[src/rtl/uart_rx_pkg.sv]
package uart_rx_pkg;
  localparam int RX_DW = 8;

  typedef struct packed {
    logic             brk;
    logic             fe;
    logic             pe;
    logic [RX_DW-1:0] data;
  } rx_entry_t;

  // Parity bit the sender should have produced for this data.
  function automatic logic par_of(input logic [RX_DW-1:0] d, input logic odd);
    return (^d) ^ odd;
  endfunction

  // Pointer distance as an occupancy count (pointers carry one wrap bit).
  function automatic int unsigned occ_of(input int unsigned wp, input int unsigned rp,
                                         input int unsigned span);
    return (wp - rp) % span;
  endfunction
endpackage

[src/rtl/uart_rx_deframer.sv]
module uart_rx_deframer
  import uart_rx_pkg::*;
#(
  parameter int OSR        = 16,
  parameter bit PARITY_EN  = 1'b1,
  parameter bit PARITY_ODD = 1'b0
) (
  input  logic      clk,
  input  logic      rst_n,
  input  logic      tick,
  input  logic      rx,
  output logic      char_valid,
  output rx_entry_t char_out,
  output logic      brk_wait
);
  localparam int CW = $clog2(OSR);
  localparam int BW = (RX_DW > 1) ? $clog2(RX_DW) : 1;
  localparam logic [CW-1:0] MID_C  = CW'(OSR / 2 - 1);
  localparam logic [CW-1:0] LAST_C = CW'(OSR - 1);
  localparam logic [BW-1:0] TOP_C  = BW'(RX_DW - 1);

  typedef enum logic [2:0] {ST_IDLE, ST_START, ST_DATA, ST_PAR, ST_STOP, ST_HOLD} st_t;

  st_t              state;
  logic [1:0]       sync_q;
  logic             rx_s;
  logic [CW-1:0]    cnt;
  logic [BW-1:0]    bit_idx;
  logic [RX_DW-1:0] shreg;
  logic             par_bit;
  logic             all_zero;
  logic             pe_calc;
  logic             is_brk;
  logic             at_last;

  assign rx_s    = sync_q[1];
  assign at_last = (cnt == LAST_C);

  always_ff @(posedge clk or negedge rst_n) begin
    if (!rst_n) sync_q <= 2'b11;
    else        sync_q <= {sync_q[0], rx};
  end

  generate
    if (PARITY_EN) begin : g_par
      assign pe_calc = (par_bit != par_of(shreg, PARITY_ODD));
    end else begin : g_nopar
      assign pe_calc = 1'b0;
    end
  endgenerate

  always_comb begin
    is_brk        = all_zero && !rx_s;
    char_valid    = tick && (state == ST_STOP) && at_last;
    char_out.brk  = is_brk;
    char_out.fe   = !rx_s;
    char_out.pe   = is_brk ? 1'b0 : pe_calc;
    char_out.data = is_brk ? '0 : shreg;
  end

  assign brk_wait = (state == ST_HOLD);

  always_ff @(posedge clk or negedge rst_n) begin
    if (!rst_n) begin
      state    <= ST_IDLE;
      cnt      <= '0;
      bit_idx  <= '0;
      shreg    <= '0;
      par_bit  <= 1'b0;
      all_zero <= 1'b0;
    end else if (tick) begin
      unique case (state)
        ST_IDLE: begin
          cnt <= '0;
          if (!rx_s) state <= ST_START;
        end
        ST_START: begin
          if (cnt == MID_C) begin
            cnt      <= '0;
            bit_idx  <= '0;
            all_zero <= 1'b1;
            state    <= rx_s ? ST_IDLE : ST_DATA;
          end else begin
            cnt <= cnt + 1'b1;
          end
        end
        ST_DATA: begin
          cnt <= cnt + 1'b1;
          if (at_last) begin
            shreg    <= {rx_s, shreg[RX_DW-1:1]};
            all_zero <= all_zero && !rx_s;
            bit_idx  <= bit_idx + 1'b1;
            if (bit_idx == TOP_C) state <= PARITY_EN ? ST_PAR : ST_STOP;
          end
        end
        ST_PAR: begin
          cnt <= cnt + 1'b1;
          if (at_last) begin
            par_bit  <= rx_s;
            all_zero <= all_zero && !rx_s;
            state    <= ST_STOP;
          end
        end
        ST_STOP: begin
          cnt <= cnt + 1'b1;
          if (at_last) state <= rx_s ? ST_IDLE : ST_HOLD;
        end
        ST_HOLD: begin
          cnt <= '0;
          if (rx_s) state <= ST_IDLE;
        end
        default: state <= ST_IDLE;
      endcase
    end
  end
endmodule

[src/rtl/uart_rx_tag_fifo.sv]
module uart_rx_tag_fifo
  import uart_rx_pkg::*;
#(
  parameter int DEPTH = 64
) (
  input  logic      clk,
  input  logic      rst_n,
  input  logic      push,
  input  rx_entry_t wdata,
  input  logic      pop,
  output rx_entry_t head,
  output logic      empty,
  output logic      full,
  output logic      ev_push,
  output logic      ev_drop
);
  localparam int AW = (DEPTH > 1) ? $clog2(DEPTH) : 1;

  rx_entry_t   mem [DEPTH];
  logic [AW:0] wptr, rptr;
  logic        pop_ok;

  assign empty   = (wptr == rptr);
  assign full    = (wptr[AW] != rptr[AW]) && (wptr[AW-1:0] == rptr[AW-1:0]);
  assign ev_push = push && !full;
  assign ev_drop = push && full;
  assign pop_ok  = pop && !empty;
  assign head    = mem[rptr[AW-1:0]];

  always_ff @(posedge clk) begin
    if (ev_push) mem[wptr[AW-1:0]] <= wdata;
  end

  always_ff @(posedge clk or negedge rst_n) begin
    if (!rst_n) begin
      wptr <= '0;
      rptr <= '0;
    end else begin
      if (ev_push) wptr <= wptr + 1'b1;
      if (pop_ok)  rptr <= rptr + 1'b1;
    end
  end
endmodule

[src/rtl/uart_rx_lsr.sv]
module uart_rx_lsr
  import uart_rx_pkg::*;
#(
  parameter int DEPTH      = 64,
  parameter int OSR        = 16,
  parameter bit PARITY_EN  = 1'b1,
  parameter bit PARITY_ODD = 1'b0
) (
  input  logic             clk,
  input  logic             rst_n,
  input  logic             tick16,
  input  logic             rx,
  input  logic             rd_en,
  input  logic             lsr_rd,
  output logic [RX_DW-1:0] rd_data,
  output logic             st_ready,
  output logic             st_overrun,
  output logic             st_parity,
  output logic             st_framing,
  output logic             st_break
);
  rx_entry_t new_char, head;
  logic      char_valid, brk_wait;
  logic      fifo_empty, fifo_full, ev_push, ev_drop;
  logic      ovr_q;

  uart_rx_deframer #(
    .OSR(OSR), .PARITY_EN(PARITY_EN), .PARITY_ODD(PARITY_ODD)
  ) u_defr (
    .clk(clk), .rst_n(rst_n), .tick(tick16), .rx(rx),
    .char_valid(char_valid), .char_out(new_char), .brk_wait(brk_wait)
  );

  uart_rx_tag_fifo #(.DEPTH(DEPTH)) u_fifo (
    .clk(clk), .rst_n(rst_n), .push(char_valid), .wdata(new_char),
    .pop(rd_en), .head(head), .empty(fifo_empty), .full(fifo_full),
    .ev_push(ev_push), .ev_drop(ev_drop)
  );

  always_ff @(posedge clk or negedge rst_n) begin
    if (!rst_n)       ovr_q <= 1'b0;
    else if (ev_drop) ovr_q <= 1'b1;
    else if (lsr_rd)  ovr_q <= 1'b0;
  end

  assign st_ready   = !fifo_empty;
  assign st_overrun = ovr_q;
  assign st_parity  = st_ready && head.pe;
  assign st_framing = st_ready && head.fe;
  assign st_break   = st_ready && head.brk;
  assign rd_data    = st_ready ? head.data : '0;
endmodule

[config.mk]
export PLATFORM = sky130hd
export DESIGN_NAME = uart_rx_lsr
export DESIGN_NICKNAME = d
export VERILOG_FILES = /design/src/rtl/uart_rx_pkg.sv /design/src/rtl/uart_rx_deframer.sv /design/src/rtl/uart_rx_tag_fifo.sv /design/src/rtl/uart_rx_lsr.sv
export SDC_FILE = /design/constraint.sdc
export NUM_CORES = 1
export LEC_CHECK = 0
export BUFFER_PORTS_ARGS = -buffer_cell sky130_fd_sc_hd__buf_4
export CAP_MARGIN = 5
export CORE_MARGIN = 4
export CORE_UTILIZATION = 50
export CTS_BUF_LIST = sky130_fd_sc_hd__clkbuf_4 sky130_fd_sc_hd__clkbuf_8 sky130_fd_sc_hd__clkbuf_16
export DETAILED_ROUTE_END_ITERATION = 10
export PLACE_DENSITY = 0.66
export SETUP_SLACK_MARGIN = 0.5
export SYNTH_ARGS = -nofsm -noshare
export SYNTH_HDL_FRONTEND = slang
export SYNTH_HIERARCHICAL = 1
export SYNTH_SLANG_ARGS = --single-unit
[constraint.sdc]
create_clock -name clk -period 3.5 [get_ports clk]
set_input_delay 0.525 -clock clk [delete_from_list [all_inputs] [get_ports clk]]
set_output_delay 0.525 -clock clk [all_outputs]
set_load 0.02 [all_outputs]
==> results of run 1 <==
[power by group through the flow]
stage / Sequential (mW) / Combinational [mW] / Clock [mW]
4_1_cts: 10.2 / 7.99 / 7.82
6_report: 10.2 / 8.45 / 7.67
2_1_floorplan: 10.2 / 4.43 / 0
5_1_grt: 10.2 / 8.88 / 8.22
3_3_place_gp: 10.4 / 6.58 / 0
3_5_place_dp: 10.4 / 6.63 / 0
[metal layers]
layer | routed length, µm | track usage, % | up-vias | share of wire [%]
met5 | 0 | 0 | - | 0
met4 | 2130 | 7.48 | 0 | 3.1
met3 | 5270 | 4.39 | 102 | 7.7
met2 | 33300 | 34.1 | 647 | 49
met1 | 27900 | 31.2 | 7911 | 41
li1 | - | - | 6365 | -
[stage by stage]
| step | instance area [µm²] | utilization (%) | setup TNS, ps |
|---|---|---|---|
| 5_1_grt | 35100 | 60.4 | -1860 |
| 2_1_floorplan | 29400 | - | 0 |
| 3_3_place_gp | 31400 | 54.1 | 0 |
| 6_report | 35100 | 60.4 | -925 |
| 3_5_place_dp | 31400 | 54.1 | 0 |
| 4_1_cts | 34700 | 59.8 | -1340 |
[layout make-up]
cell class,instances,area [µm²]
Clock buffer,95,2030
Multi-Input combinational cell,604,7450
Sequential cell,741,22100
Fill cell,3992,23000
Clock inverter,38,333
Tap cell,765,957
Timing Repair Buffer,216,2170
Inverter,10,40.0
[registers in the layout, summed over array words and instances, names as in the netlist]
register / count
st_overrun: 1
u_defr/all_zero: 1
u_defr/bit_idx: 3
u_defr/cnt: 4
u_defr/par_bit: 1
u_defr/shreg: 8
u_defr/state: 3
u_defr/sync_q: 2
u_fifo/mem: 704
u_fifo/rptr: 7
u_fifo/wptr: 7
[how the worst max path moves through the flow]
stage	startpoint	to	slack [ps]	depth (start not counted)
2_1_floorplan	u_defr/sync_q[1]	u_fifo/mem[0][0]	560	3
3_3_place_gp	u_fifo/rptr[1]	rd_data[4]	90	7
3_5_place_dp	u_fifo/rptr[1]	rd_data[4]	110	7
4_1_cts	u_fifo/rptr[0]	st_parity	-160	10
5_1_grt	u_fifo/rptr[0]	rd_data[5]	-200	10
6_report	u_fifo/rptr[1]	rd_data[5]	-130	10
[worst max-delay path: cells and delay by family, from the launching register on]
family,cells,cell delay (ps)
simple gates,2,310
mux,1,420
compound gates,3,640
buf+inv,4,580
flops,1,540
[repair_timing]
item,4_1_cts,5_1_grt
pin swaps,23,8
endpoints found under the hold margin,36,0
hold buffers,2,0
gates cloned,7,3
buffers inserted,24,15
setup endpoints to repair,166,82
resized for setup,110,31
==> impl_metrics.csv, run 1 <==
group,metric,value,unit
detailed_routing,drt_iter0_drc,1584,
detailed_routing,wirelength,68600,µm
power,peakVddDrop,511,µV
power,static-leakage-power,11.1,nW
final_layout,area.growth.synth_to_final,19.2,%
floorplanning,io_pins,19,
critical_path,worst_path_max_delay_cell,"sky130_fd_sc_hd__dfrtp_4",
detailed_routing,drt_first_pass_iters,5,
status,failed_checks,"negative setup slack",
critical_path,critical_path.most_common_cell,"sky130_fd_sc_hd__buf_4",
synth,syn-instance-count,1443,
critical_path,crit_chain,"buf_12, buf_4, buf_4, mux4_2, nand2_2, a21oi_2, o31ai_4, o311ai_2, and2b_2, buf_4",
place,gp_congestion,0.835,
cts,clk_root_buffer_cell,"sky130_fd_sc_hd__clkbuf_16",
critical_path,required,2970,ps
flow_run,drv.max_cap_violation_count,0,
detailed_routing,post_dr_wirelength_cell,27.8,µm
power,seq_power_share,38.7,%
timing,fin_hold_viols,0,
detailed_routing,vias_per_cell,6.09,
timing,setup-violations-final,11,
floorplanning,core_area,58000,µm²
synth,syn_area,29400,µm²
power,final_total_pwr,26.3,mW
worst_hold_path,hold_depth,2,
critical_path,setup.worst_path.end_class,"primary output",
power,power_switching,7.94,mW
critical_path,startpoint_type,"flip-flop",
global_routing,antenna_found_initial,0,
worst_hold_path,hold_path_class,"primary input to flip-flop",
detailed_routing,drc,0,
timing,setup_repair_after_global_routing_missed_its_margin,"yes",
cts,cts_num_sinks,741,
cts,tritoncts_clock_tree,"yes",
final_layout,antenna_cells_inserted,0,
critical_path,ff2ff_setup_slack,530,ps
critical_path,critPathArrivalTime,3100,ps
floorplanning,initial_standard_cell_utilization_of_the_core,50.7,%
critical_path,crit_type,"flip-flop to primary output",
timing,finClkSkew,27.1,ps
cts,max-clock-path-buffers,3,
power,netSwitchingFraction,30.2,%
global_routing,grt_first_pass_wirelength,101000,µm
detailed_routing,count_of_antenna_violating_nets_left_after_detailed_routing,0,
place,io_buf_count,18,
power,power-per-cell-area,750,nW/µm²
timing,max_slew.worst_pin.slew,1000,ps
final_layout,fin_nets,1658,
timing,final.setup.worst_slack,-126,ps
timing,timing.fmax,0.276,GHz
final_layout,layout_common_cells,"sky130_fd_sc_hd__edfxtp_1 (704), sky130_fd_sc_hd__mux4_2 (171), sky130_fd_sc_hd__buf_4 (169)",
worst_hold_path,endpoint_worst_hold,"u_defr/cnt[2]",
cts,worstSkewPairLatency,620,ps
worst_hold_path,worst_hold_startpoint,"tick16",
global_routing,via_count_of_the_first_global_routing_pass,15200,
timing,drv_slew,0,
synth,synth.avg_cell_area,20.4,µm²
timing,fin_crit,3630,ps
critical_path,regToRegEndpoint,"u_fifo/mem[58][1]",
floorplanning,floorplan.die.width,251,µm
critical_path,regToRegStartpoint,"u_fifo/rptr[1]",
power,power.share.clock,29.2,%
status,result_of_the_run,"finished with violations",
timing,fin_worst_hold_slack,178,ps
cts,cts.htree.levels,3,
synth,yosysWarningCount,6,
floorplanning,floorplan.die_area,62800,µm²
power,p_int,18.4,mW
detailed_routing,dr_total_vias,15000,
place,place_ws,111,ps
critical_path,timing.critical_path.slowest_cell_delay,540,ps
critical_path,reg2reg_depth,10,
global_routing,grt_usage,21.8,%
floorplanning,placementRows,88,
floorplanning,die_height,251,µm
power,pwr-share-comb,32.1,%
critical_path,worst-path-max-fanout,5,
global_routing,total_gr_overflow,0,
place,dpl.cell_count,2285,
synth,syn_nets,1454,
place,post-dp-hpwl,40500,µm
cts,tritoncts_buffers,74,
final_layout,layout_cell_share_with_drive_strength_beyond_1,37.7,%
final_layout,layout_commonest_cell,"sky130_fd_sc_hd__edfxtp_1",
timing,slew-limit-headroom,33.0,%
timing,fin_crit_sh,104,%
final_layout,layout.cells.non_filler,2469,
cts,cts.clk_slew.worst_paths,60,ps
global_routing,grt_start_max_net_pins,65,
Power figures use the tool's default switching activity.
==> inputs of run 2 (changes only) <==
--- a/config.mk
+++ b/config.mk
@@ -9,7 +9,7 @@
 export CAP_MARGIN = 5
 export CORE_MARGIN = 4
 export CORE_UTILIZATION = 50
-export CTS_BUF_LIST = sky130_fd_sc_hd__clkbuf_4 sky130_fd_sc_hd__clkbuf_8 sky130_fd_sc_hd__clkbuf_16
+export CTS_BUF_LIST = sky130_fd_sc_hd__clkbuf_8
 export DETAILED_ROUTE_END_ITERATION = 10
 export PLACE_DENSITY = 0.66
 export SETUP_SLACK_MARGIN = 0.5
==> run 2 against run 1 <==
  * The run still ends with negative setup slack left
  * Count of clock-buffer cells in the layout increased by 29
  * Sequential share of layout area increased by 0.19 points
  * Via count increased by 0.57%
  * Wire length decreased by 0.82%
  * Clock power decreased by 7.4%
  * Clock skew increased by 8.3 ps
  * Non-clock buffer count increased by 7
  * Setup slack got worse by 130 ps
  * Design area decreased by 0.31%
  * Largest cell class unchanged
  * Die area unchanged
  * Critical path depth decreased by 1
  * Power decreased by 2.7%
==> impl_metrics.csv, run 2 (same netlist as run 1, synthesis figures left out) <==
group,metric,value,unit
status,result_of_the_run,"finished with violations",
status,failed_checks,"negative setup slack",
floorplanning,placementRows,88,
place,place_ws,111,ps
detailed_routing,drt_first_pass_iters,4,
floorplanning,core_area,58000,µm²
timing,max_slew.worst_pin.slew,920,ps
cts,cts_num_sinks,741,
critical_path,timing.critical_path.buf_inv,3,
global_routing,total_gr_overflow,0,
timing,fin_hold_viols,0,
timing,drv_slew,0,
power,static-leakage-power,11.3,nW
floorplanning,io_pins,19,
cts,tritoncts_buffers,116,
floorplanning,die_height,251,µm
timing,slew-limit-headroom,38.5,%
critical_path,setup.worst_path.end_class,"primary output",
final_layout,layout_common_cells,"sky130_fd_sc_hd__edfxtp_1 (704), sky130_fd_sc_hd__buf_4 (178), sky130_fd_sc_hd__mux4_2 (170)",
timing,timing.fmax,0.267,GHz
detailed_routing,post_dr_wirelength_cell,26.6,µm
floorplanning,floorplan.die.width,251,µm
critical_path,critPathArrivalTime,3230,ps
power,peakVddDrop,481,µV
detailed_routing,drt_iter0_drc,1429,
place,io_buf_count,18,
global_routing,grt_start_max_net_pins,65,
detailed_routing,wirelength,68100,µm
power,final_total_pwr,25.6,mW
final_layout,fin_nets,1707,
critical_path,worst-path-max-fanout,8,
critical_path,worst_path_max_delay_cell,"sky130_fd_sc_hd__dfrtp_4",
timing,fin_crit,3750,ps
final_layout,max_ffs_per_register,704,
timing,final.setup.worst_slack,-251,ps
global_routing,via_count_of_the_first_global_routing_pass,15500,
timing,fin_crit_sh,107,%
global_routing,antenna_found_initial,0,
place,gp_congestion,0.835,
floorplanning,initial_standard_cell_utilization_of_the_core,50.7,%
critical_path,crit_chain,"buf_12, buf_4, mux4_2, mux2i_4, nor2_2, o31ai_4, o311ai_2, and2b_2, buf_6",
cts,worstSkewPairLatency,730,ps
timing,finClkSkew,35.4,ps
cts,tritoncts_clock_tree,"yes",
global_routing,grt_usage,21.6,%
detailed_routing,count_of_antenna_violating_nets_left_after_detailed_routing,0,
critical_path,startpoint_type,"flip-flop",
detailed_routing,dr_total_vias,15100,
timing,setup-violations-final,11,
cts,max-clock-path-buffers,3,
final_layout,layout_cell_share_with_drive_strength_beyond_1,37.3,%
final_layout,n_fill_cell,4075,
critical_path,crit_type,"flip-flop to primary output",
critical_path,required,2970,ps
global_routing,grt_first_pass_wirelength,100000,µm
cts,clk_root_buffer_cell,"sky130_fd_sc_hd__clkbuf_8",
floorplanning,floorplan.die_area,62800,µm²
worst_hold_path,hold_path_class,"primary input to flip-flop",
power,power-per-cell-area,732,nW/µm²
place,post-dp-hpwl,40500,µm
detailed_routing,vias_per_cell,5.91,
final_layout,area.growth.synth_to_final,18.8,%
critical_path,timing.critical_path.slowest_cell_delay,540,ps
final_layout,layout_commonest_cell,"sky130_fd_sc_hd__edfxtp_1",
cts,cts.clk_slew.worst_paths,60,ps
timing,setup_repair_after_global_routing_missed_its_margin,"yes",
detailed_routing,drc,0,
critical_path,worst_path_dominant_cell_family,"multiplexers",
timing,fin_worst_hold_slack,77.3,ps
critical_path,ff2ff_setup_slack,530,ps
flow_run,drv.max_cap_violation_count,0,
cts,cts.htree.levels,3,
-- run 2: changes by cell type in the layout (fill, tap and decap cells not counted), moves of 3 or more --
cell                         delta
sky130_fd_sc_hd__bufinv_16      +3
sky130_fd_sc_hd__mux2i_4        +3
sky130_fd_sc_hd__a211oi_2       -3
sky130_fd_sc_hd__clkbuf_16     -76
sky130_fd_sc_hd__mux2i_2        -5
sky130_fd_sc_hd__clkbuf_4      -19
sky130_fd_sc_hd__clkinvlp_4     -4
sky130_fd_sc_hd__buf_4          +9
sky130_fd_sc_hd__a211oi_1       +3
sky130_fd_sc_hd__clkinv_1       +6
sky130_fd_sc_hd__clkinv_2       +8
sky130_fd_sc_hd__inv_1         +42
sky130_fd_sc_hd__clkbuf_8     +123
-- run 2: power by group --
part           switching [mW]  internal [mW]  total, mW
logic                    4.36           3.95       8.31
registers               0.241           9.96       10.2
clock network            3.31           3.79       7.10
total                    7.90           17.7       25.6
-- run 2: layout make-up --
type	count	area [µm²]	share of cell area, %
Antenna cell	1	2.50	0.00716
Inverter	10	40.0	0.115
Tap cell	765	957	2.74
Clock buffer	124	1710	4.88
Timing Repair Buffer	223	2190	6.28
Multi-Input combinational cell	604	7390	21.1
Clock inverter	91	587	1.68
Sequential cell	741	22100	63.2
-- run 2: final timing paths --
check / from / depth (start not counted) / endpoint
setup / recovery: u_fifo/rptr[0] / 9 / rd_data[5]
setup reg to reg: u_fifo/rptr[2] / 8 / u_fifo/mem[26][4]
hold / removal: lsr_rd / 3 / st_overrun
max in group asynchronous: rst_n / 2 / u_fifo/rptr[0]
hold reg to reg: u_defr/sync_q[0] / 0 / u_defr/sync_q[1]
min in group asynchronous: rst_n / 2 / u_defr/shreg[1]
-- run 2: per-stage QoR --
stage / instance area, µm² / utilization (%) / TNS (ps) / std cells
global placement: 31400 / 54.1 / 0 / 2285
floorplan: 29400 / - / 0 / 1443
detailed placement: 31400 / 54.1 / 0 / 2285
CTS: 34600 / 59.7 / -3090 / 2539
global route: 35000 / 60.2 / -3220 / 2558
finish: 35000 / 60.3 / -2360 / 2559
-- run 2: worst reg2reg max path: cells and delay by family (launching register included) --
kind	cells	cell delay, ps
simple gates	3	1020
buf+inv	3	640
flops	1	560
xor+xnor	1	240
compound gates	1	170
-- run 2: routing by layer --
metal	up-vias	share of wire [%]	GRT usage (%)
li1	6464	-	-
met1	7914	41	31.2
met2	617	48	33.3
met3	116	7.6	4.07
met4	0	3.5	8.45
met5	-	0	0
-- run 2: timing repair --
item / CTS / global route
setup endpoints to repair: 179 / 58
hold endpoints to repair: 37 / 0
gates resized for setup: 90 / 34
hold buffers: 3 / 0
gates cloned: 5 / 1
buffers inserted: 31 / 18
pin swaps: 15 / 11
==> inputs of run 3 (changes only) <==
--- a/config.mk
+++ b/config.mk
@@ -17,3 +17,4 @@
 export SYNTH_HDL_FRONTEND = slang
 export SYNTH_HIERARCHICAL = 1
 export SYNTH_SLANG_ARGS = --single-unit
+export TNS_END_PERCENT = 1
==> run 3 against run 2 <==
  * The run still ends with negative setup slack left
  * Count of clock-buffer cells in the layout is the same
  * Setup slack gained 10 ps
  * Design area shrank 0.52%
  * Clock power hardly changed
  * Fmax rose by 0.27%
  * Wire length down 0.58%
  * Flip-flop and latch count did not move
  * Critical path type unchanged
==> impl_metrics.csv, run 3 (same netlist as run 1, synthesis figures left out) <==
group,metric,value,unit
critical_path,required,2970,ps
global_routing,grt_start_max_net_pins,65,
floorplanning,placementRows,88,
final_layout,layout_common_cells,"sky130_fd_sc_hd__edfxtp_1 (704), sky130_fd_sc_hd__mux4_2 (172), sky130_fd_sc_hd__buf_4 (171)",
timing,fin_hold_viols,0,
final_layout,fin_nets,1693,
final_layout,multiInputGateArea,7330,µm²
timing,final.setup.worst_slack,-241,ps
global_routing,antenna_found_initial,0,
cts,clk_root_buffer_cell,"sky130_fd_sc_hd__clkbuf_8",
final_layout,layout.area.seq,22100,µm²
cts,max-clock-path-buffers,3,
place,dpl.cell_count,2285,
flow_run,drv.max_cap_violation_count,0,
place,post-dp-hpwl,40500,µm
status,result_of_the_run,"finished with violations",
timing,max_slew.worst_pin.slew,911,ps
global_routing,grt_first_pass_wirelength,100000,µm
detailed_routing,count_of_antenna_violating_nets_left_after_detailed_routing,0,
detailed_routing,dr_total_vias,15000,
floorplanning,core_area,58000,µm²
place,gp_congestion,0.835,
timing,setup-violations-final,12,
global_routing,via_count_of_the_first_global_routing_pass,15400,
final_layout,layout_cell_share_with_drive_strength_beyond_1,36.4,%
timing,drv_slew,0,
timing,slew-limit-headroom,39.2,%
critical_path,worst_path_dominant_cell_family,"multiplexers",
status,failed_checks,"negative setup slack",
timing,fin_crit_sh,107,%
floorplanning,floorplan.die.width,251,µm
cts,cts.htree.levels,3,
power,peakVddDrop,471,µV
floorplanning,floorplan.die_area,62800,µm²
power,power-per-cell-area,731,nW/µm²
critical_path,worst-path-max-fanout,8,
cts,cts_num_sinks,741,
final_layout,n_fill_cell,4090,
critical_path,worst_path_max_delay_cell,"sky130_fd_sc_hd__dfrtp_4",
floorplanning,die_height,251,µm
cts,worstSkewPairLatency,730,ps
cts,cts.clk_slew.worst_paths,60,ps
power,static-leakage-power,11.2,nW
final_layout,max_ffs_per_register,704,
timing,timing.fmax,0.267,GHz
critical_path,critPathArrivalTime,3220,ps
global_routing,grt_usage,21.6,%
final_layout,area.growth.synth_to_final,18.2,%
critical_path,startpoint_type,"flip-flop",
final_layout,layout.cell_area.non_filler,34800,µm²
worst_hold_path,hold_path_class,"primary input to flip-flop",
detailed_routing,drc,0,
cts,tritoncts_buffers,116,
floorplanning,initial_standard_cell_utilization_of_the_core,50.7,%
critical_path,crit_chain,"buf_12, buf_4, mux4_2, mux2i_1, nor2_1, o31ai_4, o311ai_1, nor2b_4, buf_4",
timing,setup_repair_after_global_routing_missed_its_margin,"yes",
place,io_buf_count,18,
timing,finalSetupTns,-2310,ps
detailed_routing,vias_per_cell,5.91,
critical_path,setup.worst_path.end_class,"primary output",
timing,finClkSkew,37.7,ps
critical_path,timing.critical_path.slowest_cell_delay,490,ps
place,placement.cell_area,31400,µm²
final_layout,layout.cells.non_filler,2545,
detailed_routing,drt_iter0_drc,1502,
critical_path,timing.critical_path.buf_inv,3,
power,final_total_pwr,25.4,mW
global_routing,total_gr_overflow,0,
detailed_routing,wirelength,67700,µm
critical_path,critical_path.most_common_cell,"sky130_fd_sc_hd__buf_4",
floorplanning,io_pins,19,
detailed_routing,drt_first_pass_iters,5,
cts,tritoncts_clock_tree,"yes",
timing,fin_crit,3740,ps
detailed_routing,post_dr_wirelength_cell,26.6,µm
critical_path,crit_type,"flip-flop to primary output",
final_layout,layout_commonest_cell,"sky130_fd_sc_hd__edfxtp_1",
## run 3: cell count changes in the layout (fill, tap and decap cells not counted), sizes merged
cell	change
buf	-14
## run 3: per-stage QoR
stage | hold slack, ps | setup WS [ps] | utilization [%]
detailed placement | 352 | 111 | 54.1
global route | 60.6 | -328 | 59.9
finish | 82.0 | -241 | 59.9
floorplan | 229 | 563 | -
global placement | 353 | 86.5 | 54.1
CTS | 26.2 | -312 | 59.4
## run 3: worst reg2reg max path, stage by stage (launching register included)
cell and delay [ps]:
sky130_fd_sc_hd__dfrtp_4 540, sky130_fd_sc_hd__buf_12 150, sky130_fd_sc_hd__buf_16 140, sky130_fd_sc_hd__buf_16 180
sky130_fd_sc_hd__xnor2_1 150, sky130_fd_sc_hd__nand4_1 230, sky130_fd_sc_hd__o21ai_2 160, sky130_fd_sc_hd__or4b_1 850
sky130_fd_sc_hd__nor2_1 220, sky130_fd_sc_hd__buf_4 250
## run 3: layout make-up
type / count / share of cell area (%)
Sequential cell: 741 / 63.5
Multi-Input combinational cell: 604 / 21.1
Timing Repair Buffer: 209 / 5.96
Clock buffer: 124 / 4.91
Tap cell: 765 / 2.75
Clock inverter: 91 / 1.69
Inverter: 10 / 0.115
Antenna cell: 1 / 0.00720
## run 3: where the power goes
part / switching [mW] / internal (mW) / total (mW)
Combinational: 4.31 / 3.83 / 8.14
Sequential: 0.239 / 9.96 / 10.2
Clock: 3.31 / 3.79 / 7.10
## run 3: metal layers
metal  share of wire [%]  track usage (%)  vias up
met2                  48             33.5      622
met4                 3.3             8.24        2
met5                0.13             1.00        -
met1                  42             31.3     7850
met3                 7.2             3.51      116
li1                    -                -     6440
## run 3: worst paths after layout
kind                                  startpoint                 to  slack, ps  depth (start not counted)
worst min register to register  u_defr/sync_q[0]   u_defr/sync_q[1]        370                          0
worst min-delay path                      lsr_rd         st_overrun         80                          3
worst max register to register    u_fifo/rptr[0]  u_fifo/mem[17][7]        300                          9
worst max-delay path              u_fifo/rptr[0]         rd_data[6]       -240                          9
max in group asynchronous                  rst_n     u_fifo/rptr[0]       2720                          2
min in group asynchronous                  rst_n    u_defr/shreg[1]        330                          2
## run 3: timing repair
item                                    CTS  global route
hold buffers                              3             0
pin swaps                                10            14
endpoints found under the setup margin  179           293
resized for setup                        70            35
setup buffers                            27             8
hold endpoints to repair                 37             0
cloned                                    5             1
